`src/rtl/adc_host_pkg.sv`:
```
package adc_host_pkg;

    typedef enum logic [2:0] {
        ST_IDLE,
        ST_RO_WAIT,
        ST_WR_PULSE,
        ST_WR_WAIT,
        ST_WR_READ,
        ST_RECOVER
    } seq_state_e;

    typedef struct packed {
        logic cs_n;
        logic rd_n;
        logic wr_n;
    } strobe_t;

    localparam strobe_t STROBE_IDLE = '{cs_n: 1'b1, rd_n: 1'b1, wr_n: 1'b1};

    function automatic strobe_t strobe_of(input seq_state_e s);
        strobe_t r;
        r = STROBE_IDLE;
        case (s)
            ST_RO_WAIT:  begin r.cs_n = 1'b0; r.rd_n = 1'b0; end
            ST_WR_PULSE: begin r.cs_n = 1'b0; r.wr_n = 1'b0; end
            ST_WR_WAIT:  r.cs_n = 1'b0;
            ST_WR_READ:  begin r.cs_n = 1'b0; r.rd_n = 1'b0; end
            default:     r = STROBE_IDLE;
        endcase
        return r;
    endfunction

    function automatic int unsigned max2(input int unsigned a, input int unsigned b);
        return (a > b) ? a : b;
    endfunction

endpackage

```
`src/rtl/adc_sync.sv`:
```
module adc_sync #(
    parameter int unsigned WIDTH   = 2,
    parameter int unsigned STAGES  = 2,
    parameter logic [WIDTH-1:0] RST_VAL = '1
) (
    input  logic             clk,
    input  logic             rst,
    input  logic [WIDTH-1:0] d_i,
    output logic [WIDTH-1:0] q_o
);
    logic [WIDTH-1:0] chain_q [STAGES];

    for (genvar s = 0; s < STAGES; s++) begin : g_stage
        if (s == 0) begin : g_first
            always_ff @(posedge clk) begin
                if (rst) chain_q[s] <= RST_VAL;
                else     chain_q[s] <= d_i;
            end
        end else begin : g_next
            always_ff @(posedge clk) begin
                if (rst) chain_q[s] <= RST_VAL;
                else     chain_q[s] <= chain_q[s-1];
            end
        end
    end

    assign q_o = chain_q[STAGES-1];
endmodule

```
`src/rtl/adc_cycle_timer.sv`:
```
module adc_cycle_timer #(
    parameter int unsigned CNT_W = 8
) (
    input  logic             clk,
    input  logic             rst,
    input  logic             load_i,
    input  logic [CNT_W-1:0] load_val_i,
    output logic             expired_o
);
    logic [CNT_W-1:0] cnt_q;

    always_ff @(posedge clk) begin
        if (rst)                cnt_q <= '0;
        else if (load_i)        cnt_q <= load_val_i;
        else if (cnt_q != '0)   cnt_q <= cnt_q - 1'b1;
    end

    assign expired_o = (cnt_q == '0);

    p_load_takes_r5: assert property (@(posedge clk) disable iff (rst)
        (load_i && load_val_i != '0) |=> !expired_o);
endmodule

```
`src/rtl/adc_host_fsm.sv`:
```
module adc_host_fsm
    import adc_host_pkg::*;
#(
    parameter int unsigned DATA_W        = 8,
    parameter int unsigned CNT_W         = 10,
    parameter int unsigned TIMEOUT_CYC   = 500,
    parameter int unsigned WR_PULSE_CYC  = 20,
    parameter int unsigned CONV_WAIT_CYC = 120,
    parameter int unsigned RD_ACCESS_CYC = 10,
    parameter int unsigned RECOVER_CYC   = 10
) (
    input  logic              clk,
    input  logic              rst,
    input  logic              start_i,
    input  logic              mode_i,
    input  logic              int_n_s_i,
    input  logic              rdy_n_s_i,
    input  logic              expired_i,
    input  logic [DATA_W-1:0] data_i,
    output logic              load_o,
    output logic [CNT_W-1:0]  load_val_o,
    output strobe_t           strobe_o,
    output logic              wr_oe_o,
    output logic              busy_o,
    output logic [DATA_W-1:0] result_o,
    output logic              valid_o,
    output logic              timeout_o
);
    localparam logic [CNT_W-1:0] LV_TIMEOUT = CNT_W'(TIMEOUT_CYC - 1);
    localparam logic [CNT_W-1:0] LV_PULSE   = CNT_W'(WR_PULSE_CYC - 1);
    localparam logic [CNT_W-1:0] LV_CONV    = CNT_W'(CONV_WAIT_CYC - 1);
    localparam logic [CNT_W-1:0] LV_ACCESS  = CNT_W'(RD_ACCESS_CYC - 1);
    localparam logic [CNT_W-1:0] LV_RECOVER = CNT_W'(RECOVER_CYC - 1);

    seq_state_e        state_q, state_d;
    logic              mode_q;
    logic              capture;
    logic              timeout_d;
    logic [DATA_W-1:0] result_q;
    logic              valid_q, timeout_q;

    always_comb begin
        state_d    = state_q;
        load_o     = 1'b0;
        load_val_o = '0;
        capture    = 1'b0;
        timeout_d  = 1'b0;
        unique case (state_q)
            ST_IDLE: begin
                if (start_i) begin
                    load_o = 1'b1;
                    if (mode_i) begin
                        state_d    = ST_WR_PULSE;
                        load_val_o = LV_PULSE;
                    end else begin
                        state_d    = ST_RO_WAIT;
                        load_val_o = LV_TIMEOUT;
                    end
                end
            end
            ST_RO_WAIT: begin
                if (!int_n_s_i && rdy_n_s_i) begin
                    capture    = 1'b1;
                    state_d    = ST_RECOVER;
                    load_o     = 1'b1;
                    load_val_o = LV_RECOVER;
                end else if (expired_i) begin
                    timeout_d = 1'b1;
                    state_d   = ST_IDLE;
                end
            end
            ST_WR_PULSE: begin
                if (expired_i) begin
                    state_d    = ST_WR_WAIT;
                    load_o     = 1'b1;
                    load_val_o = LV_CONV;
                end
            end
            ST_WR_WAIT: begin
                if (expired_i) begin
                    state_d    = ST_WR_READ;
                    load_o     = 1'b1;
                    load_val_o = LV_ACCESS;
                end
            end
            ST_WR_READ: begin
                if (expired_i) begin
                    capture    = 1'b1;
                    state_d    = ST_RECOVER;
                    load_o     = 1'b1;
                    load_val_o = LV_RECOVER;
                end
            end
            ST_RECOVER: begin
                if (expired_i) state_d = ST_IDLE;
            end
            default: state_d = ST_IDLE;
        endcase
    end

    always_ff @(posedge clk) begin
        if (rst) begin
            state_q   <= ST_IDLE;
            mode_q    <= 1'b0;
            result_q  <= '0;
            valid_q   <= 1'b0;
            timeout_q <= 1'b0;
        end else begin
            state_q   <= state_d;
            valid_q   <= capture;
            timeout_q <= timeout_d;
            if (capture) result_q <= data_i;
            if (state_q == ST_IDLE && start_i) mode_q <= mode_i;
        end
    end

    assign strobe_o  = strobe_of(state_q);
    assign busy_o    = (state_q != ST_IDLE);
    assign wr_oe_o   = busy_o ? mode_q : mode_i;
    assign result_o  = result_q;
    assign valid_o   = valid_q;
    assign timeout_o = timeout_q;

    p_idle_release_r1: assert property (@(posedge clk) disable iff (rst)
        !busy_o |-> (strobe_o == STROBE_IDLE));
    p_rd_under_cs_r2: assert property (@(posedge clk) disable iff (rst)
        !strobe_o.rd_n |-> !strobe_o.cs_n);
    p_ro_pin_input_r2: assert property (@(posedge clk) disable iff (rst)
        (busy_o && !mode_q) |-> (!wr_oe_o && strobe_o.wr_n));
    p_valid_single_r3: assert property (@(posedge clk) disable iff (rst)
        valid_o |=> !valid_o);
    p_timeout_clean_r5: assert property (@(posedge clk) disable iff (rst)
        timeout_o |-> (!valid_o && !busy_o && strobe_o == STROBE_IDLE));
    p_rd_wr_apart_r6: assert property (@(posedge clk) disable iff (rst)
        !(!strobe_o.rd_n && !strobe_o.wr_n));
    p_busy_start_r8: assert property (@(posedge clk) disable iff (rst)
        (busy_o && start_i) |=> $stable(mode_q));
    p_recover_quiet_r10: assert property (@(posedge clk) disable iff (rst)
        $rose(valid_o) |-> (busy_o && strobe_o == STROBE_IDLE));
endmodule

```
`src/rtl/adc_host_ctrl.sv`:
```
module adc_host_ctrl
    import adc_host_pkg::*;
#(
    parameter int unsigned DATA_W        = 8,
    parameter int unsigned SYNC_STAGES   = 2,
    parameter int unsigned TIMEOUT_CYC   = 500,
    parameter int unsigned WR_PULSE_CYC  = 20,
    parameter int unsigned CONV_WAIT_CYC = 120,
    parameter int unsigned RD_ACCESS_CYC = 10,
    parameter int unsigned RECOVER_CYC   = 10
) (
    input  logic              clk,
    input  logic              rst,
    input  logic              mode_i,
    input  logic              start_i,
    output logic              busy_o,
    output logic [DATA_W-1:0] result_o,
    output logic              result_valid_o,
    output logic              timeout_o,
    output logic              cs_n_o,
    output logic              rd_n_o,
    output logic              wr_n_o,
    output logic              wr_oe_o,
    input  logic              rdy_n_i,
    input  logic              int_n_i,
    input  logic [DATA_W-1:0] data_i
);
    localparam int unsigned LONGEST = max2(max2(TIMEOUT_CYC, WR_PULSE_CYC),
                                           max2(max2(CONV_WAIT_CYC, RD_ACCESS_CYC), RECOVER_CYC));
    localparam int unsigned CNT_W   = $clog2(max2(LONGEST, 2) + 1);

    logic [1:0]       sync_q;
    logic             tmr_load, tmr_expired;
    logic [CNT_W-1:0] tmr_val;
    strobe_t          strobe;

    adc_sync #(.WIDTH(2), .STAGES(SYNC_STAGES), .RST_VAL(2'b11)) u_sync (
        .clk (clk),
        .rst (rst),
        .d_i ({int_n_i, rdy_n_i}),
        .q_o (sync_q)
    );

    adc_cycle_timer #(.CNT_W(CNT_W)) u_timer (
        .clk        (clk),
        .rst        (rst),
        .load_i     (tmr_load),
        .load_val_i (tmr_val),
        .expired_o  (tmr_expired)
    );

    adc_host_fsm #(
        .DATA_W        (DATA_W),
        .CNT_W         (CNT_W),
        .TIMEOUT_CYC   (TIMEOUT_CYC),
        .WR_PULSE_CYC  (WR_PULSE_CYC),
        .CONV_WAIT_CYC (CONV_WAIT_CYC),
        .RD_ACCESS_CYC (RD_ACCESS_CYC),
        .RECOVER_CYC   (RECOVER_CYC)
    ) u_fsm (
        .clk        (clk),
        .rst        (rst),
        .start_i    (start_i),
        .mode_i     (mode_i),
        .int_n_s_i  (sync_q[1]),
        .rdy_n_s_i  (sync_q[0]),
        .expired_i  (tmr_expired),
        .data_i     (data_i),
        .load_o     (tmr_load),
        .load_val_o (tmr_val),
        .strobe_o   (strobe),
        .wr_oe_o    (wr_oe_o),
        .busy_o     (busy_o),
        .result_o   (result_o),
        .valid_o    (result_valid_o),
        .timeout_o  (timeout_o)
    );

    assign cs_n_o = strobe.cs_n;
    assign rd_n_o = strobe.rd_n;
    assign wr_n_o = strobe.wr_n;

    p_result_not_timeout_r5: assert property (@(posedge clk) disable iff (rst)
        !(result_valid_o && timeout_o));
endmodule

```
`config.mk`:
```
export PLATFORM = sky130hd
export DESIGN_NAME = adc_host_ctrl
export DESIGN_NICKNAME = d
export VERILOG_FILES = /design/src/rtl/adc_host_pkg.sv /design/src/rtl/adc_sync.sv /design/src/rtl/adc_cycle_timer.sv /design/src/rtl/adc_host_fsm.sv /design/src/rtl/adc_host_ctrl.sv
export SDC_FILE = /design/constraint.sdc
export NUM_CORES = 1
export LEC_CHECK = 0
export BUFFER_PORTS_ARGS = -buffer_cell sky130_fd_sc_hd__buf_2
export CAP_MARGIN = 10
export CORE_MARGIN = 3
export CORE_UTILIZATION = 50
export DETAILED_ROUTE_END_ITERATION = 12
export PLACE_DENSITY = 0.74
export SYNTH_ARGS = -nofsm -noshare
export SYNTH_HDL_FRONTEND = slang
export SYNTH_SLANG_ARGS = --single-unit
```
`constraint.sdc`:
```
create_clock -name clk -period 2.33 [get_ports clk]
set_input_delay 0.3495 -clock clk [delete_from_list [all_inputs] [get_ports clk]]
set_output_delay 0.3495 -clock clk [all_outputs]
set_load 0.005 [all_outputs]
```
* After elaboration in Yosys (flattened, before gate mapping)
Memory sizes are Yosys's and may differ from the RTL's.
Index checks and enable logic that the tools add are counted.
** Operators by class
- $add $sub $neg :: 1
- Equality and inequality tests :: 9
- Mux-type cells :: 30
- Bitwise logic cells :: 3
- Reductions and logical operators :: 14
** Operators with widths (count)
- 9-bit two-way mux :: 4
- 9-bit case mux with 4 select lines :: 1
- 3-bit two-way mux :: 6
- 3-bit case mux with 6 select lines :: 1
- 1-bit two-way mux :: 10
- 9-bit zero test :: 1
- 9-bit nonzero test :: 1
- 9-bit by 1-bit subtractor with 9-bit output (second input constant) :: 1
- 4-bit two-way mux :: 2
- 2-bit inequality test (second input constant) :: 4
- 7-bit two-way mux :: 1
- 3-bit by 2-bit equality test with 1-bit output (second input constant) :: 2
- 3-bit equality test (second input constant) :: 2
- 2-bit two-way mux :: 3
- 3-bit OR reduction :: 2
- 4-bit AND reduction :: 1
- 2-bit OR reduction :: 2
- 4-bit OR reduction :: 1
- 3-bit by 1-bit equality test with 1-bit output (second input constant) :: 1
- 3-bit zero test :: 1
- 1-bit case mux with 3 select lines :: 1
- 3-bit nonzero test :: 1
- 1-bit logical AND :: 2
- 1-bit bitwise OR :: 2
- 4 further kinds :: 4
** Word-level totals
- Register bits :: 23
- Bits in writable memories :: 4
- Bits of input ports :: 14
- Logic and storage cells :: 64
- Memories kept :: 1
** Memory list
- u_sync.chain_q :: words 2, bits a word 2, read ports 2, clocked after memory_dff 0, write ports 2, RTL line adc_sync.sv:11 : logic [WIDTH-1:0] chain_q [STAGES];

* Depth between registers and ports, before layout
Gate-level depths: netlist of the first run.
An unclocked memory read counts as a cell.
- Word-level depth :: 6
- Mapped depth :: 7
- Depth with buffers taken out :: 6

* Hierarchy
Synthesis of the first run repeated with hierarchy kept, for this count alone.
** Unflattened totals
- Cell total of the unflattened synthesis :: 170
- Area total of the unflattened synthesis :: 1452.6 um2
** Modules (own cells, without submodules)
- adc_host_fsm :: instances 1, cells each 100, area each 833.3 um2, seq. area each 280.3 um2
- adc_cycle_timer :: instances 1, cells each 62, area each 514.2 um2, seq. area each 180.2 um2
- adc_sync :: instances 1, cells each 8, area each 105.1 um2, seq. area each 80.1 um2

* Least setup slack after synthesis of the first run
OpenSTA, ideal clock, no wires.
- Path type :: reg2reg
- From :: register u_timer.cnt_q[0]
- To :: register u_fsm.timeout_q (netlist: u_fsm.timeout_o)
- Data arrival time :: 1585 ps
- Slack :: 642 ps
- Cell stages (with the launch flop) :: 7
- Cells stage by stage :: dfxtp_1 -> inv_1 -> ha_1 -> or4b_1 -> nor2_2 -> nand3_1 -> a2111oi_2
** Between the ends
- Word-level cells in the longest chain between the ends :: 2
** Ends and longest elaborated chain
- start, declared :: RTL line adc_cycle_timer.sv:10 : logic [CNT_W-1:0] cnt_q;
- start signal, assigned :: RTL line adc_cycle_timer.sv:14 : else if (load_i) cnt_q <= load_val_i;
- start signal, assigned :: RTL line adc_cycle_timer.sv:15 : else if (cnt_q != '0) cnt_q <= cnt_q - 1'b1;
- 9-bit zero test :: RTL line adc_cycle_timer.sv:18 : assign expired_o = (cnt_q == '0);
- 1-bit two-way mux :: RTL line adc_host_fsm.sv:67 : end else if (expired_i) begin
- end signal, assigned :: RTL line adc_host_fsm.sv:111 : timeout_q <= timeout_d;
- end, declared :: RTL line adc_host_fsm.sv:40 : logic valid_q, timeout_q;
No other way between the ends.
A chain may end at the register's enable or synchronous reset.

* Worst setup path in the final report of the first run
- From :: register u_fsm.state_q[1]
- To :: output port wr_oe_o
** Between the ends
- Word-level cells in the longest chain between the ends :: 2
** Ends and longest elaborated chain
- start, declared :: RTL line adc_host_fsm.sv:35 : seq_state_e state_q, state_d;
- start signal, assigned :: RTL line adc_host_fsm.sv:109 : state_q <= state_d;
- 3-bit nonzero test :: RTL line adc_host_fsm.sv:118 : assign busy_o = (state_q != ST_IDLE);
- 1-bit two-way mux :: RTL line adc_host_fsm.sv:119 : assign wr_oe_o = busy_o ? mode_q : mode_i;
- end, declared :: RTL line adc_host_ctrl.sv:23 : output logic wr_oe_o,
No other way between the ends.

==> results of run 1 <==
## per-layer routing
metal  global-route usage  up-vias
li1                     -      662
met1                0.303      626
met2                0.298       75
met3               0.0417        6
met4               0.0453        0
met5                    0        -
## layout make-up
type	instances	share of cell area
clock buffers	4	0.0166
inverters	8	0.0190
repair buffers	29	0.0933
well taps	30	0.0237
multi-input cells	124	0.506
flip-flops and latches	27	0.342
## sequential cells by signal, summed over array words and instances (netlist names)
register,count
u_fsm.mode_q,1
u_fsm.valid_o,1
u_fsm.timeout_o,1
u_fsm.result_o,8
u_timer.cnt_q,9
u_sync.chain_q,4
u_fsm.state_q,3
## cell usage after synthesis, drive strengths merged (2+ instances only)
master / n / area (sq um)
a211o: 4 / 35.0
a21boi: 2 / 15.0
a21oi: 18 / 90.1
a31oi: 2 / 12.5
clkbuf: 8 / 30.0
dfxtp: 27 / 541
inv: 8 / 30.0
nand2: 12 / 45.0
nand2b: 5 / 31.3
nand3: 19 / 95.1
nand3b: 2 / 15.0
nor2: 6 / 25.0
nor3b: 2 / 15.0
nor4b: 2 / 23.8
o211ai: 4 / 30.0
o21ai: 12 / 60.1
o31ai: 2 / 15.0
or2: 5 / 31.3
or4: 2 / 18.8
xnor2: 2 / 17.5
xor2: 3 / 26.3
## per-stage QoR
stage	cells	util	hold WS [ns]
after CTS	222	0.615	0.200
after floorplan	168	-	0.389
final	222	0.616	0.211
after global routing	222	0.616	0.195
after global placement	218	0.604	0.397
after detailed placement	218	0.604	0.400
## power groups by stage
| stage | sequential [W] | combinational [W] | clock, W |
|---|---|---|---|
| final | 0.000751 | 0.000989 | 0.000197 |
| after floorplan | 0.000659 | 0.000794 | 0 |
| after global routing | 0.000774 | 0.00109 | 0.000223 |
| after detailed placement | 0.000751 | 0.000968 | 0 |
| after CTS | 0.000741 | 0.000970 | 0.000205 |
| after global placement | 0.000746 | 0.000948 | 0 |
## what timing repair did
item | in CTS | in global routing
gates resized for setup | 0 | 1
endpoints found under the setup margin | 0 | 1
setup buffers | 0 | 0
## cells by family (layout without fill, tap and decap cells)
group	after synthesis	count (layout)	share of synthesized area
buffers and inverters	17	41	0.0464
multiplexers	1	1	0.00804
AO/OA/AOI/OAI	52	52	0.242
AND/OR/NAND/NOR	65	65	0.278
adder cells (fa/ha/maj)	1	1	0.00893
XOR/XNOR	5	5	0.0313
flip-flops	27	27	0.386
## how the worst max path moves through the flow
stage | to | slack [ns]
floorplan | u_fsm.timeout_o$_SDFF_PP0_ | 0.64
global placement | u_fsm.timeout_o$_SDFF_PP0_ | 0.42
detailed placement | u_timer.cnt_q[5]$_SDFFE_PP0P_ | 0.36
CTS | wr_oe_o | 0.09
global route | wr_oe_o | 0.1
finish | wr_oe_o | 0.25
==> impl_results.md, run 1 <==
- Slew HR: 0.570
- Area of the multi-input gates: 801 sq um
- Syn_nets: 183
- Hold Vio Cnt, Final: 0
- Top_reg_cell synth: dfxtp_1
- First-pass iteration count of the detailed router: 4
- Crit Path Max Fanout: 22
- Flop2flop setup slack: 0.31 ns
- Avg Synthesized Cell Area: 8.34 sq um
- Fin crit period: 2.08 ns
- Data arrival time at the worst-slack endpoint: 1.73 ns
- Reg-to-reg endpoint: u_timer.cnt_q[5]$_SDFFE_PP0P_
- Seq cells post-synth: 27
- Sw Ratio: 0.437
- Crit path from: u_fsm.state_q[1]$_SDFFE_PP0P_
- Asr flop ratio synth: 0
- Worst R2R Start: u_fsm.state_q[1]$_SDFFE_PP0P_
- H-tree depth: 1
- Ports: 29
- Cells after Synth: 168
- Met2 WL post-DR: 1.50 mm
- Crit path kind: reg -> out
- Global-route wire length before repair: 5.48 mm
- CTS buffer count: 3
- EDFF count, synth: 0
- CTS clk-pin slew, worst paths: 0.14 ns
- Row cnt: 18
- Measured slew at the worst slew-check pin: 0.644 ns
- F_max: 481 MHz
- Pin count of the biggest net entering global routing: 24
- Grt ovf: 0
- Count of hold-fix buffers inserted at cts: 0
- Crit-path leading delay family: flip-flops
- Combinational share of power: 0.511
- Hold Path Depth: 2
- Power share of the sequential group: 0.388
- Clk_lat worst skew: 0.32 ns
- Vias per cell: 6.17
- Max stage delay on crit path: 0.54 ns
- Area of the die: 0.00347 sq mm
- # diodes: 0
- IO buf count: 28
- Min-delay src: rdy_n_i
- Setup repair after global routing missed its margin: no
- Most frequent cells in the layout: buf_2 (28), dfxtp_1 (27), nand3_1 (19), a21oi_1 (18), nand2_1 (12)
- Setup Skew: 0.0149 ns
- Root Buffer: clkbuf_4
- Die X: 58.9 um
- Post-DP Area: 0.00155 sq mm
- Worst path bufs/invs: 1
- Post-Syn Area: 0.00140 sq mm
- Final design instance area without fill: 0.00158 sq mm
- Crit. End Element: output pin
- Sequential area share after synthesis: 0.386
- Hold Crit Class: in -> reg
- Worst-case clock buffer depth: 2
- CP Launch Type: flop
- Initial Utilization: 0.546
- DR top layer: met4
- R2R cell count: 4
- Yosys Warn Count: 0
- Post-route ant nets: 0
- Vias: 1369
- Fin Setup TNS: 0 ns
- Hold EP: u_sync.chain_q[0][0]$_SDFF_PP1_
- Final setup vio count: 0
- Pre-CTS setup slack: 0.363 ns
- Period utilization: 0.892
- Clock network fraction of design power: 0.102
- GRT Util Overall: 0.203
- FF+latch area: 541 sq um
- TritonCTS clock tree: built
- Outcome: complete, no violations
- Vias in the first global route: 1159
- FILL cells: 237
- GP Congestion: 0.881
- Count of cell types in the netlist: 46
- P_int: 0.00109 W
- Maxcap violations: 0
- Layout cells sized above 1: 0.240
- Routed WL: 3.29 mm
- Worst EP required: 1.98 ns
- M1 WL: 1.49 mm
- Hpwl dp: 2.42 mm
- Commonest non-fill, non-tap cell in the layout: buf_2
- Switch Pwr: 0.000847 W
- VDD IR max: 951 uV
- Total power: 0.00194 W
- Drt wl/cell: 14.8 um
- Number of remaining DRC errors: 0
- Initial antenna violation count: 0
- Crit-path cells: nor3_2 > mux2_2 > buf_2
- Slew Limit Fails: 0
- Crit-path slowest cell: dfxtp_1
- Core area: 0.00257 sq mm
- Sink Count: 27
- Die Span Y: 58.9 um
- Area Growth Syn to Fin: 12.9%
- Static leakage: 0.637 nW
- CP Depth: 3
- Setup ws final: 0.251 ns
- P per Cell Area: 1220 mW/mm^2
- Wire length on met3: 266 um
- Final net count: 208
- DRT iter0 DRCs: 107
Note: power is estimated with default switching activity, not from simulation.
==> run 2, diff against run 1 <==
- CORE_UTILIZATION: 50 -> 53
- PLACE_DENSITY: 0.74 -> 0.78
==> impl_results.md, run 2 (same netlist as run 1, synthesis figures left out) <==
- Sink Count: 27
- Combinational share of power: 0.508
- Crit-path cells: nor3_2 > mux2_2 > buf_2
- Period utilization: 0.900
- Count of hold-fix buffers inserted at cts: 0
- Measured slew at the worst slew-check pin: 0.653 ns
- Vias: 1376
- P_int: 0.00109 W
- FF+latch area: 541 sq um
- Grt ovf: 0
- Power share of the sequential group: 0.390
- Layout cells sized above 1: 0.245
- Root Buffer: clkbuf_4
- FILL cells: 219
- Data arrival time at the worst-slack endpoint: 1.75 ns
- Total power: 0.00193 W
- Wire length on met3: 305 um
- Post-route ant nets: 0
- Setup ws final: 0.232 ns
- Outcome: complete, no violations
- Area of the die: 0.00330 sq mm
- GRT Util Overall: 0.208
- F_max: 477 MHz
- Fin Setup TNS: 0 ns
- Number of remaining DRC errors: 0
- Area Growth Syn to Fin: 13.0%
- Met2 WL post-DR: 1.53 mm
- Vias in the first global route: 1240
- CTS clk-pin slew, worst paths: 0.14 ns
- DRT iter0 DRCs: 112
- Setup Skew: 0.00758 ns
- IO buf count: 28
- Setup repair after global routing missed its margin: no
- Commonest non-fill, non-tap cell in the layout: buf_2
- CTS buffer count: 3
- Max reg flops: 9
- Crit Path Max Fanout: 22
- Pre-CTS setup slack: 0.387 ns
- Maxcap violations: 0
- Crit path kind: reg -> out
- VDD IR max: 1110 uV
- Sw Ratio: 0.437
- Final setup vio count: 0
- Slew HR: 0.564
- First-pass iteration count of the detailed router: 4
- Slew Limit Fails: 0
- M1 WL: 1.41 mm
- TritonCTS clock tree: built
- H-tree depth: 1
- P per Cell Area: 1220 mW/mm^2
- Ports: 29
- Hold Vio Cnt, Final: 0
- Clock network fraction of design power: 0.102
- Fin crit period: 2.10 ns
- Max stage delay on crit path: 0.54 ns
- Initial Utilization: 0.561
- Die Span Y: 57.4 um
- Static leakage: 0.640 nW
- Core area: 0.00250 sq mm
- Most frequent cells in the layout: buf_2 (28), dfxtp_1 (27), nand3_1 (19), a21oi_1 (18), nand2_1 (12)
- Hold Crit Class: in -> reg
- Hpwl dp: 2.43 mm
- Row cnt: 18
- Crit-path slowest cell: dfxtp_1
- Routed WL: 3.29 mm
- Final net count: 208
- Worst path bufs/invs: 1
- DR top layer: met4
- Largest register by flop count: u_timer.cnt_q
- Clk_lat worst skew: 0.32 ns
- Global-route wire length before repair: 5.53 mm
- # diodes: 0
- Initial antenna violation count: 0
- Pin count of the biggest net entering global routing: 24
- Drt wl/cell: 14.8 um
- CP Launch Type: flop
- Switch Pwr: 0.000845 W
- Vias per cell: 6.20
- Worst EP required: 1.98 ns
- GP Congestion: 0.898
- Crit. End Element: output pin
- Crit-path leading delay family: flip-flops
- Worst-case clock buffer depth: 2
- Die X: 57.4 um
- Area of the multi-input gates: 801 sq um
run 2: through the flow:
stage               hold slack (ns)  instances  instance area, sq um  utilization
floorplan                     0.389        168                  1400            -
global placement              0.402        218                  1550        0.621
detailed placement            0.401        218                  1550        0.621
CTS                           0.188        222                  1580        0.632
global route                  0.176        222                  1580        0.634
finish                        0.202        222                  1580        0.634
run 2: power by group through the flow:
| stage | logic (W) | clock network [W] | registers (W) |
|---|---|---|---|
| final | 0.000981 | 0.000197 | 0.000754 |
| after global routing | 0.00108 | 0.000225 | 0.000779 |
| after CTS | 0.000967 | 0.000207 | 0.000746 |
| after detailed placement | 0.000964 | 0 | 0.000755 |
| after global placement | 0.000942 | 0 | 0.000742 |
| after floorplan | 0.000794 | 0 | 0.000659 |
run 2: area by class of cell:
type,instances,share of cell area
clock inverter,1,0.00316
multi-input combinational,124,0.506
tap,30,0.0237
sequential,27,0.341
clock buffer,3,0.0142
timing repair buffer,29,0.0932
inverter,8,0.0190
run 2: final timing paths:
path / startpoint / end / slack [ns] / cells after the start
worst min register to register: u_sync.chain_q[0][0]$_SDFF_PP1_ / u_sync.chain_q[1][0]$_SDFF_PP1_ / 0.43 / 1
worst max-delay path: u_fsm.state_q[1]$_SDFFE_PP0P_ / wr_oe_o / 0.23 / 3
worst max register to register: u_timer.cnt_q[1]$_SDFFE_PP0P_ / u_timer.cnt_q[5]$_SDFFE_PP0P_ / 0.34 / 6
worst min-delay path: rdy_n_i / u_sync.chain_q[0][0]$_SDFF_PP1_ / 0.20 / 2
run 2: what timing repair did:
action / 4_1_cts / 5_1_grt
buffers inserted: 0 / 0
setup endpoints to repair: 0 / 1
gates resized for setup: 0 / 1
run 2: layer usage:
metal | vias up | GRT usage
met5 | - | 0
met2 | 79 | 0.337
met3 | 8 | 0.0498
met4 | 0 | 0.0563
met1 | 618 | 0.277
li1 | 671 | -
==> run 3, diff against run 2 <==
- CORE_UTILIZATION: 53 -> 57
- PLACE_DENSITY: 0.78 -> 0.83
- clock period: 2.33 -> 2.65 ns (I/O delays scaled with it)
==> impl_results.md, run 3 (same netlist as run 1, synthesis figures left out) <==
- Post-route ant nets: 0
- Setup ws final: 0.384 ns
- R2R cell count: 6
- Die Span Y: 55.6 um
- VDD IR max: 836 uV
- Crit-path cells: nor3_1 > mux2_2 > buf_2
- Count of hold-fix buffers inserted at cts: 0
- Row cnt: 17
- Routed WL: 3.23 mm
- Die X: 55.6 um
- Fin Setup TNS: 0 ns
- Hold Crit Class: in -> reg
- Outcome: complete, no violations
- Worst EP required: 2.25 ns
- Largest register by flop count: u_timer.cnt_q
- Crit-path slowest cell: dfxtp_1
- Commonest non-fill, non-tap cell in the layout: buf_2
- Maxcap violations: 0
- Post-CTS Setup Repair Bufs: 0
- Static leakage: 0.631 nW
- Initial Utilization: 0.616
- Hold Vio Cnt, Final: 0
- # diodes: 0
- Fin crit period: 2.27 ns
- Clk_lat worst skew: 0.33 ns
- Max stage delay on crit path: 0.52 ns
- Area of the die: 0.00309 sq mm
- Worst-case clock buffer depth: 2
- DP Cell Count: 215
- IO buf count: 28
- Pre-CTS setup slack: 0.691 ns
- Max reg flops: 9
- Setup Skew: 0.00801 ns
- Setup repair after global routing missed its margin: no
- Final net count: 207
- Final non-filler cell total: 219
- Grt ovf: 0
- Switch Pwr: 0.000735 W
- CTS buffer count: 3
- Most frequent cells in the layout: buf_2 (28), dfxtp_1 (27), nand3_1 (19), a21oi_1 (18), nand2_1 (12)
- Final design instance area without fill: 0.00157 sq mm
- TritonCTS clock tree: built
- P per Cell Area: 1070 mW/mm^2
- GP Congestion: 0.894
- Sw Ratio: 0.438
- Pin count of the biggest net entering global routing: 24
- Initial antenna violation count: 0
- Sink Count: 27
- CTS clk-pin slew, worst paths: 0.15 ns
- Vias per cell: 6.16
- Slew HR: 0.556
- Vias in the first global route: 1193
- Global-route wire length before repair: 5.51 mm
- Period utilization: 0.855
- P_int: 0.000941 W
- Power share of the sequential group: 0.392
- Clock network fraction of design power: 0.108
- Crit Path Max Fanout: 22
- Slew Limit Fails: 0
- Measured slew at the worst slew-check pin: 0.658 ns
- Drt wl/cell: 14.8 um
- H-tree depth: 1
- F_max: 441 MHz
- Combinational share of power: 0.500
- PostCTS Resize Cnt: 0
- CP Launch Type: flop
- Crit. End Element: output pin
- Final setup vio count: 0
- Post-DP Area: 0.00154 sq mm
- GRT Util Overall: 0.213
- Hold Path Depth: 2
- Ports: 29
- Layout cells sized above 1: 0.236
- Root Buffer: clkbuf_4
- Data arrival time at the worst-slack endpoint: 1.87 ns
- Core area: 0.00228 sq mm
- Crit path kind: reg -> out
- Hpwl dp: 2.40 mm
- DRT iter0 DRCs: 71
- First-pass iteration count of the detailed router: 6
- Area Growth Syn to Fin: 12.1%
- Number of remaining DRC errors: 0
- Vias: 1349
## run 3: area by class of cell
class | count | area [sq um]
fillers | 185 | 704
repair buffers | 28 | 140
clock buffers | 3 | 22.5
clock inverters | 1 | 7.51
inverters | 8 | 30.0
well taps | 28 | 35.0
flip-flops and latches | 27 | 541
multi-input cells | 124 | 796
## run 3: path summary, 6_finish.rpt
kind / startpoint / slack (ns) / endpoint
worst max-delay path: u_fsm.state_q[1]$_SDFFE_PP0P_ / 0.38 / wr_oe_o
worst min-delay path: int_n_i / 0.24 / u_sync.chain_q[0][1]$_SDFF_PP1_
worst max register to register: u_timer.cnt_q[0]$_SDFFE_PP0P_ / 0.67 / u_timer.cnt_q[5]$_SDFFE_PP0P_
worst min register to register: u_sync.chain_q[0][0]$_SDFF_PP1_ / 0.44 / u_sync.chain_q[1][0]$_SDFF_PP1_
## run 3: metrics by stage
step | utilization | hold WS [ns] | total power, W
floorplan | - | 0.389 | 0.00128
finish | 0.690 | 0.238 | 0.00168
global route | 0.690 | 0.229 | 0.00180
detailed placement | 0.677 | 0.408 | 0.00149
global placement | 0.677 | 0.398 | 0.00144
CTS | 0.690 | 0.238 | 0.00166
## run 3: power groups by stage
stage	Combinational, W	Sequential [W]	Clock, W
after floorplan	0.000698	0.000580	0
after global placement	0.000794	0.000648	0
after detailed placement	0.000830	0.000658	0
after CTS	0.000833	0.000649	0.000182
after global routing	0.000926	0.000676	0.000202
final	0.000838	0.000656	0.000181
## run 3: per-layer routing
metal	global-route usage	vias up	wire [um]
met5	0	-	0
met4	0.0486	0	26
met3	0.0209	4	189
met2	0.350	47	1570
met1	0.301	632	1450
li1	-	666	-
## run 3: worst max-delay path, delay by kind of cell (launching register included)
kind,cells,cell delay [ns]
buf+inv,1,0.12
flops,1,0.52
simple gates,1,0.51
mux,1,0.39
